**config.mk**
```make
export PLATFORM = sky130hd
export DESIGN_NAME = hexpad_ctrl
export DESIGN_NICKNAME = d
export VERILOG_FILES = /design/src/rtl/hexpad_pkg.sv /design/src/rtl/hexpad_edge.sv /design/src/rtl/hexpad_skip.sv /design/src/rtl/hexpad_wait.sv /design/src/rtl/hexpad_ctrl.sv
export SDC_FILE = /design/constraint.sdc
export NUM_CORES = 1
export LEC_CHECK = 0
export BUFFER_PORTS_ARGS = -buffer_cell sky130_fd_sc_hd__buf_2
export CORE_MARGIN = 2
export CORE_UTILIZATION = 45
export CTS_BUF_LIST = sky130_fd_sc_hd__clkbuf_4
export DETAILED_ROUTE_END_ITERATION = 8
export PLACE_DENSITY = 0.91
export SYNTH_ARGS = -nofsm -noshare
export SYNTH_HDL_FRONTEND = slang
export SYNTH_SLANG_ARGS = --single-unit
```
**constraint.sdc**
```tcl
create_clock -name clk_i -period 1.9 [get_ports clk_i]
set_clock_uncertainty 0.05 [all_clocks]
set_input_delay 0 -clock clk_i [delete_from_list [all_inputs] [get_ports clk_i]]
set_output_delay 0 -clock clk_i [all_outputs]
set_load 0.02 [all_outputs]
```
**src/rtl/hexpad_pkg.sv**
```systemverilog
package hexpad_pkg;

  // Command encoding on op_i (decoded by the skip and wait logic)
  typedef enum logic [1:0] {
    OP_NONE      = 2'b00,
    OP_SKIP_DOWN = 2'b01,
    OP_SKIP_UP   = 2'b10,
    OP_WAIT      = 2'b11
  } pad_op_e;

  // Phases of the wait exchange
  typedef enum logic [1:0] {
    WS_IDLE  = 2'b00,
    WS_ARMED = 2'b01,
    WS_READY = 2'b10
  } wait_state_e;

endpackage

```
**src/rtl/hexpad_edge.sv**
```systemverilog
module hexpad_edge #(
  parameter int NUM_KEYS = 16,
  parameter int IDX_W    = $clog2(NUM_KEYS)
) (
  input  logic                clk_i,
  input  logic                rst_ni,
  input  logic [NUM_KEYS-1:0] keys_i,
  output logic [NUM_KEYS-1:0] press_o,
  output logic [NUM_KEYS-1:0] release_o,
  output logic                rel_any_o,
  output logic [IDX_W-1:0]    rel_idx_o
);

  logic [NUM_KEYS-1:0] keys_q;

  // Lowest set bit wins: scan downward so the last hit is the smallest index.
  function automatic logic [IDX_W-1:0] lowest_set(input logic [NUM_KEYS-1:0] v);
    logic [IDX_W-1:0] r;
    r = '0;
    for (int i = NUM_KEYS - 1; i >= 0; i--) begin
      if (v[i]) r = IDX_W'(i);
    end
    return r;
  endfunction

  // Previous sample; reset means every key up.
  always_ff @(posedge clk_i or negedge rst_ni) begin
    if (!rst_ni) keys_q <= '0;
    else         keys_q <= keys_i;
  end

  assign press_o   = keys_i & ~keys_q;
  assign release_o = ~keys_i & keys_q;
  assign rel_any_o = |release_o;
  assign rel_idx_o = lowest_set(release_o);

  // a press pulse on a key cannot repeat in the following cycle
  p_press_single_r7 : assert property (@(posedge clk_i) disable iff (!rst_ni)
    (press_o != '0) |=> ((press_o & $past(press_o)) == '0));

  // same for release pulses
  p_release_single_r7 : assert property (@(posedge clk_i) disable iff (!rst_ni)
    (release_o != '0) |=> ((release_o & $past(release_o)) == '0));

  // the reported index points at a key that really was released
  p_rel_idx_valid_r6 : assert property (@(posedge clk_i) disable iff (!rst_ni)
    rel_any_o |-> release_o[rel_idx_o]);

endmodule

```
**src/rtl/hexpad_skip.sv**
```systemverilog
module hexpad_skip
  import hexpad_pkg::*;
#(
  parameter int NUM_KEYS = 16,
  parameter int IDX_W    = $clog2(NUM_KEYS)
) (
  input  logic [NUM_KEYS-1:0] keys_i,
  input  pad_op_e             op_i,
  input  logic [IDX_W-1:0]    sel_i,
  output logic                pc_inc_o
);

  logic key_down;

  assign key_down = keys_i[sel_i];

  always_comb begin
    unique case (op_i)
      OP_SKIP_DOWN: pc_inc_o = key_down;
      OP_SKIP_UP:   pc_inc_o = ~key_down;
      default:      pc_inc_o = 1'b0;
    endcase
  end

  // a skip request only ever comes from one of the two skip commands
  always_comb begin
    p_skip_from_op_r3 : assert (!pc_inc_o || op_i == OP_SKIP_DOWN || op_i == OP_SKIP_UP);
  end

endmodule

```
**src/rtl/hexpad_wait.sv**
```systemverilog
module hexpad_wait
  import hexpad_pkg::*;
#(
  parameter int IDX_W = 4
) (
  input  logic             clk_i,
  input  logic             rst_ni,
  input  pad_op_e          op_i,
  input  logic             rel_any_i,
  input  logic [IDX_W-1:0] rel_idx_i,
  output logic             pause_o,
  output logic             we_o,
  output logic [IDX_W-1:0] key_o
);

  wait_state_e      state_q, state_d;
  logic [IDX_W-1:0] last_q, last_d;

  always_comb begin
    state_d = state_q;
    last_d  = last_q;
    unique case (state_q)
      WS_IDLE: begin
        if (op_i == OP_WAIT) begin
          state_d = WS_ARMED;
          last_d  = '0;          // drop any stale key from an earlier wait
        end
      end
      WS_ARMED: begin
        if (rel_any_i) begin
          state_d = WS_READY;
          last_d  = rel_idx_i;
        end
      end
      WS_READY: begin
        if (op_i == OP_WAIT) state_d = WS_IDLE;
      end
      default: state_d = WS_IDLE;
    endcase
  end

  always_ff @(posedge clk_i or negedge rst_ni) begin
    if (!rst_ni) begin
      state_q <= WS_IDLE;
      last_q  <= '0;
    end else begin
      state_q <= state_d;
      last_q  <= last_d;
    end
  end

  assign pause_o = (state_q == WS_ARMED);
  assign we_o    = (state_q == WS_READY) && (op_i == OP_WAIT);
  assign key_o   = last_q;

  // a wait issued while neither paused nor completing arms the pause
  p_arm_r4 : assert property (@(posedge clk_i) disable iff (!rst_ni)
    (op_i == OP_WAIT && !pause_o && !we_o) |=> pause_o);

  // no release means the pause holds
  p_pause_hold_r5 : assert property (@(posedge clk_i) disable iff (!rst_ni)
    (pause_o && !rel_any_i) |=> pause_o);

  // never a register write while paused
  p_no_write_paused_r5 : assert property (@(posedge clk_i) disable iff (!rst_ni)
    pause_o |-> !we_o);

  // a release while paused lifts the pause
  p_resume_r6 : assert property (@(posedge clk_i) disable iff (!rst_ni)
    (pause_o && rel_any_i) |=> !pause_o);

  // the write strobe is a single pulse, followed by idle
  p_single_write_r8 : assert property (@(posedge clk_i) disable iff (!rst_ni)
    we_o |=> (!we_o && !pause_o));

endmodule

```
**src/rtl/hexpad_ctrl.sv**
```systemverilog
module hexpad_ctrl
  import hexpad_pkg::*;
#(
  parameter int NUM_KEYS = 16,
  parameter int REG_W    = 8
) (
  input  logic                clk_i,
  input  logic                rst_ni,
  input  logic [NUM_KEYS-1:0] keys_i,
  input  logic [1:0]          op_i,
  input  logic [REG_W-1:0]    vx_i,
  output logic                pc_inc_o,
  output logic                pause_o,
  output logic                vx_we_o,
  output logic [REG_W-1:0]    vx_wdata_o,
  output logic [NUM_KEYS-1:0] press_o,
  output logic [NUM_KEYS-1:0] release_o
);

  localparam int IDX_W = $clog2(NUM_KEYS);

  pad_op_e          op;
  logic             rel_any;
  logic [IDX_W-1:0] rel_idx;
  logic [IDX_W-1:0] key_idx;

  assign op = pad_op_e'(op_i);

  hexpad_edge #(.NUM_KEYS(NUM_KEYS), .IDX_W(IDX_W)) i_edge (
    .clk_i     (clk_i),
    .rst_ni    (rst_ni),
    .keys_i    (keys_i),
    .press_o   (press_o),
    .release_o (release_o),
    .rel_any_o (rel_any),
    .rel_idx_o (rel_idx)
  );

  hexpad_skip #(.NUM_KEYS(NUM_KEYS), .IDX_W(IDX_W)) i_skip (
    .keys_i   (keys_i),
    .op_i     (op),
    .sel_i    (vx_i[IDX_W-1:0]),
    .pc_inc_o (pc_inc_o)
  );

  hexpad_wait #(.IDX_W(IDX_W)) i_wait (
    .clk_i     (clk_i),
    .rst_ni    (rst_ni),
    .op_i      (op),
    .rel_any_i (rel_any),
    .rel_idx_i (rel_idx),
    .pause_o   (pause_o),
    .we_o      (vx_we_o),
    .key_o     (key_idx)
  );

  assign vx_wdata_o = {{(REG_W - IDX_W){1'b0}}, key_idx};

endmodule

```
==> results.md <==
- Complex-gate fraction of the synthesized area: 11.2%
- Core area: 2520 µm²
- Pwr Density: 653 nW/µm²
- Critical Path Fanout Max: 4
- Reg2reg start: i_edge.keys_q[6]$_DFF_PN0_
- Crit path arrival time: 1.96 ns
- Num CTS Buffers: 3
- GRT Util Overall: 25.6%
- H-tree Lvls: 1
- Port Buffers: 62
- Slew Viols, Final: 0
- Total Power: 1.20 mW
- Post-synthesis register bit count: 22
- Commonest non-fill, non-tap cells in the layout: 62 x buf_2, 32 x nor2b_1, 22 x dfrtp_1
- GRT overflow: 0
- Unique masters post-synth: 29
- Final Net Count: 235
- Synth Flop Type: dfrtp_1
- Switching share of power: 35.3%
- Netlist Area Pre-Place: 1220 µm²
- Max frequency: 0.559 GHz
- CP Launch Point: i_edge.keys_q[6]$_DFF_PN0_
- LEAKAGE: 0.919 nW
- Drt first pass iters: 4
- Most common cell after layout, fill and taps aside: buf_2
- Via density per instance: 5.45
- Site row count: 18
- Final ANT Viol Nets: 0
- HPWL after DPL: 2.53 mm
- Top-area cell type share of the netlist area: 45.1%
- WL per Instance: 16.7 µm
- Fillers: 164
- Setup-failing EPs final: 0
- Initial antenna violation count: 0
- Starting DRT DRC Count: 43
- Reg power frac: 45.9%
- CTS Buffer Depth: 2
- Routability congestion estimate: 0.820
- Worst vdd ir: 0.553 mV
- Post-layout util: 72.7%
- Crit Path Category: reg2reg
- Synth Warn #: 0
- Fraction of registers with async set/reset: 100%
- Mapped Cells: 115
- Ant. Diodes: 0
- Clock root buffer master: clkbuf_4
- Fraction of the mapped netlist area in simple logic gates: 28.4%
- Layout cell share with drive strength beyond 1: 39.3%
- Clock latency on the worst-skew pair: 0.30 ns
- Leading area contributor after synthesis: dfrtp_1
- First-pass GRT wire length: 6.27 mm
- RSZ-0062 raised after global routing: false
- Die Footprint: 3150 µm²
- Largest net degree at the start of global routing: 23
- Clock group share of total power: 17.5%
- Nature of the critical path startpoint: flip-flop
- Outcome: finished clean
- Hold WC Path Type: in2reg
- Die Y: 56.1 µm
- I/O pin count: 71
- Synth-to-Final Area Change: 50.1%
- Adder-cell area share of the yosys netlist: 0%
- Max-cap violations: 0
- Postcts setup bufs: 0
- Start point of the worst hold path: keys_i[1]
- Die W: 56.1 µm
- Post-synthesis mux area share: 10.5%
- Register area share after synthesis: 45.1%
- Mapped Avg Cell Area: 10.6 µm²
- WP data required: 2.07 ns
- Clk slew on worst S/H paths: 0.12 ns
- P_int: 775 µW
- Clk sink count: 22
- CTS tree: built
- Total wire length: 3.95 mm
- Largest family of logic cells by synthesized area: simple AND/OR/NAND/NOR gates
- Reg-to-reg slack, setup: 0.11 ns
- DRC: 0
- Psw: 422 µW
- Number of global-route vias before repair: 1323
- Worst Setup End Kind: flip-flop
- Final Cell Area: 1830 µm²
- Final setup TNS: 0 ns
- Crit share post-route: 94.2%
- Final min period: 1.79 ns
- Final hold violation count: 0
- Placed cell area: 1600 µm²
- Initial core utilization: 48.4%
- Combinational share of power: 36.5%
- Via Count: 1286
- Fin cells: 236
- XOR/XNOR share of the synthesized area: 0%
- Post-synth EDFFs: 0
- Area contributors post-synth: dfrtp_1 45%, nor2b_1 17%, mux4_1 8.6%
- Placed Cells: 213
-- flip-flops by register name, indices dropped and copies added (netlist names) --
register,cells
i_edge.keys_q,16
i_wait.key_o,4
i_wait.state_q,2
-- worst max-delay path, stage by stage, from the launching register on --
cell	delay (ns)
dfrtp_1	0.40
nor2b_1	0.18
or4_4	0.57
nor3_4	0.21
a211oi_2	0.14
o221ai_2	0.17
-- cell type report --
| class | count | area, µm² | area share, % |
|---|---|---|---|
| Sequential cell | 22 | 551 | 30.0 |
| Clock buffer | 3 | 22.5 | 1.23 |
| Clock inverter | 1 | 3.75 | 0.205 |
| Inverter | 7 | 26.3 | 1.43 |
| Timing Repair Buffer | 88 | 553 | 30.2 |
| Tap cell | 30 | 37.5 | 2.05 |
| Multi-Input combinational cell | 85 | 639 | 34.9 |
-- power groups by stage --
| stage | registers [mW] | logic [mW] | clock network (mW) |
|---|---|---|---|
| finish | 0.550 | 0.437 | 0.210 |
| global route | 0.556 | 0.470 | 0.237 |
| CTS | 0.547 | 0.422 | 0.216 |
| detailed placement | 0.556 | 0.390 | 0 |
| global placement | 0.554 | 0.377 | 0 |
| floorplan | 0.576 | 0.217 | 0 |
-- worst paths after layout --
kind / to / cells after the start
setup / recovery: i_wait.key_o[0]$_DFFE_PN0P_ / 5
hold / removal: i_wait.key_o[0]$_DFFE_PN0P_ / 4
setup reg to reg: i_wait.key_o[0]$_DFFE_PN0P_ / 5
hold reg to reg: i_wait.state_q[0]$_DFFE_PN0P_ / 1
max in group asynchronous: i_edge.keys_q[6]$_DFF_PN0_ / 2
min in group asynchronous: i_edge.keys_q[0]$_DFF_PN0_ / 2
-- metal layers --
metal	global-route usage (%)	wire length [µm]
met1	29.2	1530
met2	44.4	1990
met3	7.67	343
met4	10.5	81
met5	0	0
-- per-stage QoR --
stage	hold slack, ns	setup slack [ns]
finish	0.0458	0.111
global route	0.0666	0.00474
CTS	0.0419	0.0753
detailed placement	-0.0587	0.100
global placement	-0.0770	0.166
floorplan	-0.346	0.122
-- kinds of logic after synthesis --
family	after synthesis
simple gates	58
other cells	1
buf+inv	11
mux	5
flops	22
compound gates	18
-- Yosys cell counts (2+ instances only) --
master / n
a211oi_1: 3
o31ai_1: 5
mux4_1: 4
a21oi_1: 4
nand2b_1: 3
buf_4: 4
nor2b_1: 33
nand2_1: 4
inv_1: 7
nor2_1: 7
nor4_1: 2
dfrtp_1: 22
-- repair_timing --
action,in CTS,in global routing
endpoints found under the hold margin,39,0
setup endpoints to repair,0,3
gates resized for setup,0,3
hold buffers,19,0
(Power assumes the default switching activity.)
